$ cat config.mk
export PLATFORM = sky130hd
export DESIGN_NAME = servo_pulse_quantizer
export DESIGN_NICKNAME = d
export VERILOG_FILES = /design/src/rtl/spq_pkg.sv /design/src/rtl/spq_sync_edge.sv /design/src/rtl/spq_measure.sv /design/src/rtl/spq_classify.sv /design/src/rtl/servo_pulse_quantizer.sv
export SDC_FILE = /design/constraint.sdc
export NUM_CORES = 1
export LEC_CHECK = 0
export BUFFER_PORTS_ARGS = -buffer_cell sky130_fd_sc_hd__clkbuf_2
export CORE_MARGIN = 4
export CORE_UTILIZATION = 45
export CTS_CLUSTER_DIAMETER = 120
export CTS_CLUSTER_SIZE = 16
export DETAILED_ROUTE_END_ITERATION = 8
export GPL_TIMING_DRIVEN = 0
export PLACE_DENSITY = 0.6
export SETUP_SLACK_MARGIN = 0.2
export SYNTH_ARGS = -nofsm -noshare
export SYNTH_HDL_FRONTEND = slang
export SYNTH_SLANG_ARGS = --single-unit
$ cat constraint.sdc
create_clock -name clk -period 9.7 [get_ports clk]
set_clock_uncertainty 0.2 [all_clocks]
set_input_delay 1.94 -clock clk [delete_from_list [all_inputs] [get_ports clk]]
set_output_delay 1.94 -clock clk [all_outputs]
set_load 0.02 [all_outputs]
$ cat src/rtl/spq_pkg.sv
package spq_pkg;

    // Width band edges in microseconds, ascending; each edge crossed adds 30 degrees.
    localparam int unsigned N_BANDS = 5;
    localparam int unsigned BAND_US [N_BANDS] = '{900, 1200, 1500, 1800, 2100};

    // Accepted frame window in microseconds, inclusive.
    localparam int unsigned WIN_LO_US = 15000;
    localparam int unsigned WIN_HI_US = 25000;

    typedef enum logic [7:0] {
        ANG_0   = 8'd0,
        ANG_30  = 8'd30,
        ANG_60  = 8'd60,
        ANG_90  = 8'd90,
        ANG_120 = 8'd120,
        ANG_150 = 8'd150
    } angle_e;

    typedef struct packed {
        logic   vld;
        angle_e ang;
    } report_t;

    function automatic longint unsigned us_to_cyc(input int unsigned hz, input int unsigned us);
        longint unsigned prod;
        prod = longint'(hz) * longint'(us);
        return prod / 64'd1000000;
    endfunction

    // Counter width: one bit beyond what the window upper edge needs.
    function automatic int unsigned cnt_width(input int unsigned hz);
        return $clog2(us_to_cyc(hz, WIN_HI_US) + 2) + 1;
    endfunction

    function automatic angle_e level_to_angle(input logic [2:0] lvl);
        case (lvl)
            3'd0:    return ANG_0;
            3'd1:    return ANG_30;
            3'd2:    return ANG_60;
            3'd3:    return ANG_90;
            3'd4:    return ANG_120;
            default: return ANG_150;
        endcase
    endfunction

endpackage

$ cat src/rtl/spq_sync_edge.sv
module spq_sync_edge #(
    parameter int unsigned STAGES = 2
) (
    input  logic clk,
    input  logic rst,
    input  logic line_i,
    output logic rise_o,
    output logic fall_o
);
    logic [STAGES-1:0] chain_q;
    logic              last_q;
    logic              level;

    generate
        if (STAGES == 1) begin : g_one
            always_ff @(posedge clk) begin
                if (rst) chain_q <= '0;
                else     chain_q <= line_i;
            end
        end else begin : g_many
            always_ff @(posedge clk) begin
                if (rst) chain_q <= '0;
                else     chain_q <= {chain_q[STAGES-2:0], line_i};
            end
        end
    endgenerate

    assign level = chain_q[STAGES-1];

    always_ff @(posedge clk) begin
        if (rst) last_q <= 1'b0;
        else     last_q <= level;
    end

    assign rise_o = level & ~last_q;
    assign fall_o = ~level & last_q;

endmodule

$ cat src/rtl/spq_measure.sv
module spq_measure #(
    parameter int unsigned CNT_W = 13
) (
    input  logic             clk,
    input  logic             rst,
    input  logic             rise_i,
    input  logic             fall_i,
    output logic             meas_v_o,
    output logic [CNT_W-1:0] meas_per_o,
    output logic [CNT_W-1:0] meas_wid_o
);
    localparam logic [CNT_W-1:0] CNT_SAT = '1;

    logic [CNT_W-1:0] cnt_q;
    logic [CNT_W-1:0] wid_q;
    logic             armed_q;

    always_ff @(posedge clk) begin
        if (rst) begin
            cnt_q      <= '0;
            wid_q      <= '0;
            armed_q    <= 1'b0;
            meas_v_o   <= 1'b0;
            meas_per_o <= '0;
            meas_wid_o <= '0;
        end else begin
            meas_v_o <= 1'b0;
            if (rise_i) begin
                cnt_q   <= CNT_W'(1);
                armed_q <= 1'b1;
                if (armed_q) begin
                    meas_v_o   <= 1'b1;
                    meas_per_o <= cnt_q;
                    meas_wid_o <= wid_q;
                end
            end else if (cnt_q != CNT_SAT) begin
                cnt_q <= cnt_q + CNT_W'(1);
            end
            if (fall_i) wid_q <= cnt_q;
        end
    end

    // once at the ceiling the counter stays there until a rising edge
    a_r6_no_wrap: assert property (@(posedge clk) disable iff (rst)
        (cnt_q == CNT_SAT && !rise_i) |=> (cnt_q == CNT_SAT));

    // the edge that arms the timer never yields a measurement
    a_r7_arm_silent: assert property (@(posedge clk) disable iff (rst)
        $rose(armed_q) |-> !meas_v_o);

    // measurements are at least two cycles apart (a fall separates rises)
    a_r1_meas_spacing: assert property (@(posedge clk) disable iff (rst)
        meas_v_o |=> !meas_v_o);

endmodule

$ cat src/rtl/spq_classify.sv
module spq_classify
    import spq_pkg::*;
#(
    parameter int unsigned CLK_HZ = 100_000,
    parameter int unsigned CNT_W  = 13
) (
    input  logic             clk,
    input  logic             rst,
    input  logic             meas_v_i,
    input  logic [CNT_W-1:0] meas_per_i,
    input  logic [CNT_W-1:0] meas_wid_i,
    output report_t          rep_o
);
    localparam logic [CNT_W-1:0] PER_LO = CNT_W'(us_to_cyc(CLK_HZ, WIN_LO_US));
    localparam logic [CNT_W-1:0] PER_HI = CNT_W'(us_to_cyc(CLK_HZ, WIN_HI_US));

    logic [N_BANDS-1:0] above;
    logic [2:0]         lvl;
    angle_e             ang;
    logic               in_win;
    logic               changed;

    logic [CNT_W-1:0]   prev_per_q;
    logic [CNT_W-1:0]   prev_wid_q;
    logic               have_prev_q;
    report_t            rep_q;

    generate
        for (genvar b = 0; b < N_BANDS; b++) begin : g_band
            localparam logic [CNT_W-1:0] EDGE = CNT_W'(us_to_cyc(CLK_HZ, BAND_US[b]));
            assign above[b] = (meas_wid_i >= EDGE);
        end
    endgenerate

    always_comb begin
        lvl     = 3'($countones(above));
        ang     = level_to_angle(lvl);
        in_win  = (meas_per_i >= PER_LO) && (meas_per_i <= PER_HI);
        changed = !have_prev_q || (meas_per_i != prev_per_q) || (meas_wid_i != prev_wid_q);
    end

    always_ff @(posedge clk) begin
        if (rst) begin
            prev_per_q  <= '0;
            prev_wid_q  <= '0;
            have_prev_q <= 1'b0;
            rep_q.vld   <= 1'b0;
            rep_q.ang   <= ANG_0;
        end else begin
            rep_q.vld <= 1'b0;
            if (meas_v_i) begin
                prev_per_q  <= meas_per_i;
                prev_wid_q  <= meas_wid_i;
                have_prev_q <= 1'b1;
                if (in_win && changed) begin
                    rep_q.vld <= 1'b1;
                    rep_q.ang <= ang;
                end
            end
        end
    end

    assign rep_o = rep_q;

    // a report always follows a measurement whose period sat in the window
    a_r2_window: assert property (@(posedge clk) disable iff (rst)
        rep_q.vld |-> ($past(meas_v_i) && ($past(meas_per_i) >= PER_LO)
                       && ($past(meas_per_i) <= PER_HI)));

    // a report never repeats the comparison point it replaced
    a_r4_changed: assert property (@(posedge clk) disable iff (rst)
        (rep_q.vld && $past(have_prev_q)) |->
            (($past(meas_per_i) != $past(prev_per_q)) || ($past(meas_wid_i) != $past(prev_wid_q))));

    // one-cycle strobe, byte steady between strobes
    a_r5_one_cycle: assert property (@(posedge clk) disable iff (rst)
        rep_q.vld |=> !rep_q.vld);
    a_r5_hold: assert property (@(posedge clk) disable iff (rst)
        !rep_q.vld |-> $stable(rep_q.ang));

    // only the six defined codes appear
    a_r3_legal_code: assert property (@(posedge clk) disable iff (rst)
        rep_q.vld |-> (rep_q.ang inside {ANG_0, ANG_30, ANG_60, ANG_90, ANG_120, ANG_150}));

endmodule

$ cat src/rtl/servo_pulse_quantizer.sv
module servo_pulse_quantizer
    import spq_pkg::*;
#(
    parameter int unsigned CLK_HZ      = 100_000,
    parameter int unsigned SYNC_STAGES = 2
) (
    input  logic       clk,
    input  logic       rst,
    input  logic       pwm_i,
    output logic [7:0] angle_o,
    output logic       angle_vld_o
);
    localparam int unsigned CNT_W = cnt_width(CLK_HZ);

    logic             rise;
    logic             fall;
    logic             meas_v;
    logic [CNT_W-1:0] meas_per;
    logic [CNT_W-1:0] meas_wid;
    report_t          rep;

    spq_sync_edge #(
        .STAGES (SYNC_STAGES)
    ) u_sync (
        .clk    (clk),
        .rst    (rst),
        .line_i (pwm_i),
        .rise_o (rise),
        .fall_o (fall)
    );

    spq_measure #(
        .CNT_W (CNT_W)
    ) u_meas (
        .clk        (clk),
        .rst        (rst),
        .rise_i     (rise),
        .fall_i     (fall),
        .meas_v_o   (meas_v),
        .meas_per_o (meas_per),
        .meas_wid_o (meas_wid)
    );

    spq_classify #(
        .CLK_HZ (CLK_HZ),
        .CNT_W  (CNT_W)
    ) u_cls (
        .clk        (clk),
        .rst        (rst),
        .meas_v_i   (meas_v),
        .meas_per_i (meas_per),
        .meas_wid_i (meas_wid),
        .rep_o      (rep)
    );

    assign angle_o     = rep.ang;
    assign angle_vld_o = rep.vld;

endmodule

==> results.tsv, run 1 <==
stage	metric	value	unit
outcome	status	completed	
routing	Via Count	3210	
routing	drt total wl	8.82	mm
clocking	CTS Buffer Depth	2	
pwr	Net Sw Frac	20.8	%
routing	drt first pass iters	7	
pwr	Psw	148	uW
final_layout	Area Overhead vs Synth	10.7	%
global_route	All-Layer GR Usage	18.0	%
routing	DRT antenna net count	0	
critical_path	Critical Path RT	9.73	ns
yosys	top cell type's share of synthesized area	45.5	%
hold_path	HP Class	reg2reg	
yosys	Yosys reg bits	92	
critical_path	crit-path max FO	10	
critical_path	critical path class	in2reg	
final_layout	Antenna diodes	0	
routing	Remaining DRCs	0	
pwr	internal power	562	uW
final_layout	fraction of layout instances using a drive strength above 1	6.55	%
timing	RSZ-0062 raised after global routing	false	
yosys	FFs w/ async S/R, synth	0	%
clocking	Sink Count	92	
clocking	Resize count post-CTS	0	
timing	Setup TNS	0	ns
clocking	Setup Fix Bufs, Post-CTS	0	
routing	drt wl/cell	14.4	um
yosys	EDFF count, synth	0	
die	Die Y	103	um
pwr	Clk pwr share	44.0	%
clocking	worst skew pair latency	0.35	ns
yosys	commonest cells in the netlist	nand2_1 (94), dfxtp_1 (92), nor2_1 (45), a21oi_1 (44), xnor2_1 (30)	
die	die area	0.0106	mm^2
final_layout	Post-Layout Cell Count	612	
flow_run	Max Cap Viol	0	
yosys	most numerous cell in the Yosys netlist	nand2_1	
timing	Final Slew Violations	0	
clocking	total CTS buffers	9	
global_route	initial antenna violation count	0	
final_layout	nets	507	
pwr	Pwr per Cell Area	158	mW/mm^2
final_layout	fillers	823	
global_route	vias in the first global route	3089	
placement	dpl hpwl	6.55	mm
yosys	Seq/Total Area, Yosys	45.5	%
clocking	Clock transition at path regs	0.09	ns
routing	1st-iter DRT viols	108	
die	Initial Util	46.4	%
timing	Hold Fails Final Rpt	0	
yosys	Syn Nets	486	
pwr	Worst VDD drop	0.0725	mV
yosys	largest area contributor in the synthesized netlist	dfxtp_1	
timing	Final Setup Violations	0	
yosys	Netlist cell types	44	
placement	I/O Buffers	10	
pwr	leakage power	0.00159	uW
yosys	Synth Area per Inst	8.47	um^2
placement	global placer's final weighted congestion	0.877	
clocking	CTS tree	done	
routing	Vias/cell	5.25	
timing	Slew @ Worst Pin	0.923	ns
pwr	Combinational Power Share	2.2	%
critical_path	Setup crit start kind	primary input	
timing	Final Cycle Share	37.1	%
yosys	Ys Warns	0	
pwr	Flop pwr share	53.8	%
clocking	CTS root buffer	clkbuf_8	
die	Die Span X	103	um
clocking	hold buffer count at CTS	0	
clocking	H-tree depth	3	
global_route	GRT overflow	0	
die	IO Count	12	
timing	Slew headroom	37.9	%
yosys	top_reg_cell synth	dfxtp_1	
critical_path	Worst EP arrival	3.63	ns
global_route	largest net degree at the start of global routing	16	
global_route	first-pass GRT wire length	14.9	mm
yosys	Synth area leaders	dfxtp_1 (45%), nand2_1 (8.7%), xnor2_1 (6.5%)	
timing	Max Freq	0.278	GHz
yosys	Post-Syn Instances	478	
placement	placed cell count	596	
yosys	Post-Syn Area	0.00405	mm^2
timing	Tmin final	3.60	ns
die	FP Rows	34	
die	core area	0.00872	mm^2
critical_path	Worst setup EP type	flip-flop	
cell usage in the layout, fill, tap and decap left out, types with 6 or more instances in the layout:
master | synthesis | final
clkbuf_8 | 0 | 10
xnor2_1 | 30 | 30
clkbuf_2 | 0 | 10
a21oi_1 | 44 | 44
and2_1 | 6 | 6
nor2_1 | 45 | 45
nor2b_1 | 11 | 11
a211oi_1 | 6 | 6
xor2_1 | 6 | 6
nand2_1 | 94 | 94
clkbuf_1 | 24 | 24
dfxtp_1 | 92 | 92
nand3_1 | 7 | 7
inv_1 | 8 | 8
mux2i_1 | 26 | 26
nand4_1 | 14 | 14
kinds of logic (layout without fill, tap and decap cells):
family / after synthesis / count (layout) / synth area share [%]
adders and majority gates: 5 / 5 / 1.92
muxes: 26 / 26 / 6.43
other: 1 / 1 / 0.0926
buffers and inverters: 38 / 64 / 3.89
DFF: 92 / 92 / 45.5
and+or+nand+nor: 201 / 201 / 22.6
xor gates and xnor gates: 36 / 36 / 7.78
AOI/OAI and AO/OA: 79 / 79 / 11.8
power by group through the flow:
stage	Clock [uW]	Sequential, uW	Combinational [uW]
after floorplan	0	390	11.1
after global placement	0	391	15.8
after detailed placement	0	391	15.9
after CTS	318	382	16.0
after global routing	336	382	18.1
final	312	382	15.6
final cells by class:
class / count / area [um^2] / share of cell area [%]
buffer: 30 / 128 / 2.85
clock buffer: 10 / 138 / 3.07
inverter: 8 / 30.0 / 0.670
multi-input combinational: 348 / 2050 / 45.7
timing repair buffer: 10 / 50.0 / 1.12
sequential: 92 / 1840 / 41.1
tap: 108 / 135 / 3.01
clock inverter: 6 / 111 / 2.48
sequential cells by signal (all words and copies together), names as in the netlist:
name and cells:
u_meas.meas_v_o 1, u_sync.chain_q 2, u_cls.have_prev_q 1, u_meas.meas_per_o 13, u_meas.meas_wid_o 13, u_cls.prev_wid_q 13
u_meas.armed_q 1, u_sync.last_q 1, u_meas.wid_q 13, u_cls.rep_o 8, u_cls.prev_per_q 13, u_meas.cnt_q 13
layer usage:
metal  GRT usage (%)  vias up  wire length [um]
li1                -     1659                 -
met1            24.4     1495              4190
met2            29.1       43              4250
met3            2.64       13               244
met4            6.97        0               130
met5               0        -                 0
stage by stage:
step | util [%] | total power [uW] | hold slack [ns] | instance area (um^2) | setup WS (ns)
floorplan | - | 401 | 0.214 | 4050 | 6.56
global placement | 48.6 | 406 | 0.220 | 4240 | 5.69
detailed placement | 48.6 | 407 | 0.227 | 4240 | 5.67
CTS | 51.4 | 716 | 0.249 | 4480 | 6.05
global route | 51.4 | 736 | 0.280 | 4480 | 5.90
finish | 51.4 | 709 | 0.243 | 4480 | 6.10
critical path, cell delays in order:
cell and delay (ns):
clkbuf_2 0.13, clkbuf_1 0.42, clkbuf_1 0.56, clkbuf_1 0.48
nor2_1 0.10
worst paths after layout:
kind | endpoint | start | slack, ns | cells past startpoint
setup / recovery | u_cls.prev_per_q[12] | rst | 6.10 | 5
hold / removal | u_sync.chain_q[1] | u_sync.chain_q[0] | 0.24 | 1
setup reg to reg | u_cls.rep_o[4] | u_meas.meas_wid_o[2] | 6.37 | 14
hold reg to reg | u_sync.chain_q[1] | u_sync.chain_q[0] | 0.24 | 1
Power figures use the tool's default switching activity.
==> inputs of run 2 (changes only) <==
PLACE_DENSITY = 0.62   (was 0.6)
clock period = 2.9 ns   (was 9.7 ns; I/O delays follow)
==> run 2 against run 1 <==
The flow now finishes with violations (negative setup slack). Largest power group unchanged. Sequential power increased to 3.4 times the previous value. Utilization increased by 0.43 points. Via count up 3.0%. Non-clock buffer count up 3. Combinational power increased to 3.3 times the previous value. Global-route usage is 0.20 points higher. Setup slack lost 6.4 ns. Cell count up 0.33%. Largest cell class unchanged.
==> results.tsv, run 2 (synthesized netlist as in run 1, its figures left out) <==
stage	metric	value	unit	change
placement	DP Worst Slack	-0.328	ns	was 5.67 ns
outcome	failing checks	negative setup slack		
outcome	status	finished, violations left		was completed
critical_path	Worst EP arrival	3.26	ns	was 3.63 ns
global_route	first-pass GRT wire length	15.0	mm	was 14.9 mm
global_route	GRT overflow	0		unchanged
timing	Final WS setup	-0.280	ns	was 6.10 ns
clocking	Clock transition at path regs	0.09	ns	about the same
global_route	largest net degree at the start of global routing	14		was 16
global_route	initial antenna violation count	0		unchanged
placement	Placed Instance Area	0.00427	mm^2	was 0.00424 mm^2
final_layout	Antenna diodes	0		unchanged
clocking	CTS tree	done		unchanged
routing	DRT antenna net count	0		unchanged
final_layout	commonest non-fill, non-tap cell in the layout	nand2_1		unchanged
routing	drt wl/cell	14.6	um	was 14.4 um
clocking	CTS Buffer Depth	2		unchanged
routing	Via Count	3305		was 3,210
timing	Final Slew Violations	0		unchanged
clocking	CTS root buffer	clkbuf_8		unchanged
routing	drt total wl	8.94	mm	was 8.82 mm
placement	global placer's final weighted congestion	0.860		was 0.877
pwr	leakage power	0.00160	uW	was 0.00159 uW
final_layout	most frequent cells in the layout	nand2_1 (94), dfxtp_1 (89), nor2_1 (44), a21oi_1 (43), xnor2_1 (30)		was nand2_1 (94), dfxtp_1 (92), nor2_1 (45), a21oi_1 (44), xnor2_1 (30)
clocking	worst skew pair latency	0.35	ns	about the same
timing	Tmin final	3.18	ns	
routing	1st-iter DRT viols	148		was 108
clocking	H-tree depth	3		unchanged
routing	drt first pass iters	4		was 7
timing	Hold Slack	0.242	ns	was 0.243 ns
pwr	Pwr per Cell Area	466	mW/mm^2	was 158 mW/mm^2
critical_path	critical path class	reg2reg		was in2reg
die	core area	0.00872	mm^2	unchanged
pwr	Flop pwr share	60.6	%	was 53.8%
clocking	Sink Count	92		unchanged
final_layout	Area Overhead vs Synth	11.6	%	was 10.7%
timing	Final Setup Violations	7		was 0
routing	Remaining DRCs	0		unchanged
final_layout	nets	510		was 507
placement	dpl hpwl	6.68	mm	was 6.55 mm
final_layout	fraction of layout instances using a drive strength above 1	10.7	%	was 6.55%
timing	Setup TNS	-1.56	ns	was 0 ns
critical_path	Critical Path RT	2.98	ns	was 9.73 ns
critical_path	r2r setup slk	-0.28	ns	was 6.37 ns
die	FP Rows	34		unchanged
pwr	Combinational Power Share	2.5	%	was 2.2%
timing	Hold Fails Final Rpt	0		unchanged
critical_path	Setup crit start kind	flip-flop		was primary input
pwr	internal power	1640	uW	was 562 uW
final_layout	Finished Cell Area	0.00452	mm^2	was 0.00448 mm^2
critical_path	Worst setup EP type	flip-flop		unchanged
die	Die Span X	103	um	unchanged
pwr	Net Sw Frac	22.2	%	was 20.8%
die	IO Count	12		unchanged
die	Die Y	103	um	unchanged
flow_run	Max Cap Viol	0		unchanged
timing	Final Cycle Share	110	%	
clocking	total CTS buffers	9		unchanged
die	die area	0.0106	mm^2	unchanged
critical_path	crit-path max FO	5		was 10
pwr	Worst VDD drop	0.243	mV	was 0.0725 mV
die	Initial Util	46.4	%	unchanged
timing	RSZ-0062 raised after global routing	true		was false
pwr	Clk pwr share	36.9	%	was 44.0%
routing	Vias/cell	5.38		was 5.25
pwr	Psw	468	uW	was 148 uW
hold_path	HP Class	reg2reg		unchanged
timing	Slew headroom	39.4	%	was 37.9%
timing	Slew @ Worst Pin	0.900	ns	was 0.923 ns
global_route	vias in the first global route	3147		was 3,089
global_route	All-Layer GR Usage	18.2	%	was 18.0%
placement	I/O Buffers	10		unchanged
timing	Max Freq	0.314	GHz	
pwr	total power	2110	uW	was 709 uW
## run 2: cell count changes in the layout (fill, tap and decap cells not counted), moves of 2 or more
cell,previous run,this run
fa_2,0,2
buf_4,2,5
dfxtp_2,0,3
inv_1,8,6
fa_1,2,0
bufinv_16,3,0
inv_2,0,2
a211oi_2,0,4
dfxtp_1,92,89
buf_8,0,2
a211oi_1,6,2
## run 2: repair_timing
action	in CTS	in global routing
setup buffers	3	0
gates resized for setup	11	9
pin swaps	2	5
setup endpoints to repair	7	7
hold buffers	0	0
## run 2: final timing paths
path,from,to,depth (start not counted)
setup / recovery,u_meas.meas_wid_o[2],u_cls.rep_o[5],13
hold / removal,u_sync.chain_q[0],u_sync.chain_q[1],1
setup reg to reg,u_meas.meas_wid_o[2],u_cls.rep_o[5],13
hold reg to reg,u_sync.chain_q[0],u_sync.chain_q[1],1
## run 2: per-stage QoR
step / cells / utilization [%]
after floorplan: 478 / -
after global placement: 596 / 49.0
after detailed placement: 596 / 49.0
after CTS: 614 / 51.6
after global routing: 614 / 51.9
final: 614 / 51.9
## run 2: power by group through the flow
stage	clock network [uW]	registers, uW	logic, uW
after floorplan	0	1300	37.3
final	778	1280	52.2
after global routing	866	1280	58.8
after global placement	0	1310	52.0
after CTS	798	1280	53.1
after detailed placement	0	1310	52.9
## run 2: critical path, stage by stage (launching register included)
cell	delay (ns)
dfxtp_2	0.33
buf_8	0.12
a21oi_2	0.12
nor2b_1	0.06
o31ai_1	0.24
nand2_1	0.09
ha_1	0.30
inv_2	0.04
fa_2	0.34
inv_2	0.06
fa_2	0.45
xnor2_1	0.13
or4b_1	0.49
o21ai_1	0.14
## run 2: routing by layer
metal | GRT usage [%] | vias to the layer above | wire [um]
met4 | 7.17 | 0 | 221
met3 | 3.18 | 17 | 279
met1 | 23.1 | 1562 | 4120
met2 | 30.9 | 57 | 4320
met5 | 0 | - | 0
li1 | - | 1669 | -
## run 2: final cells by class
type,count,area (um^2)
fillers,861,4200
well taps,108,135
clock inverters,1,7.51
inverters,8,30.0
flip-flops and latches,92,1850
multi-input cells,348,2110
repair buffers,13,72.6
plain buffers,30,155
clock buffers,14,163
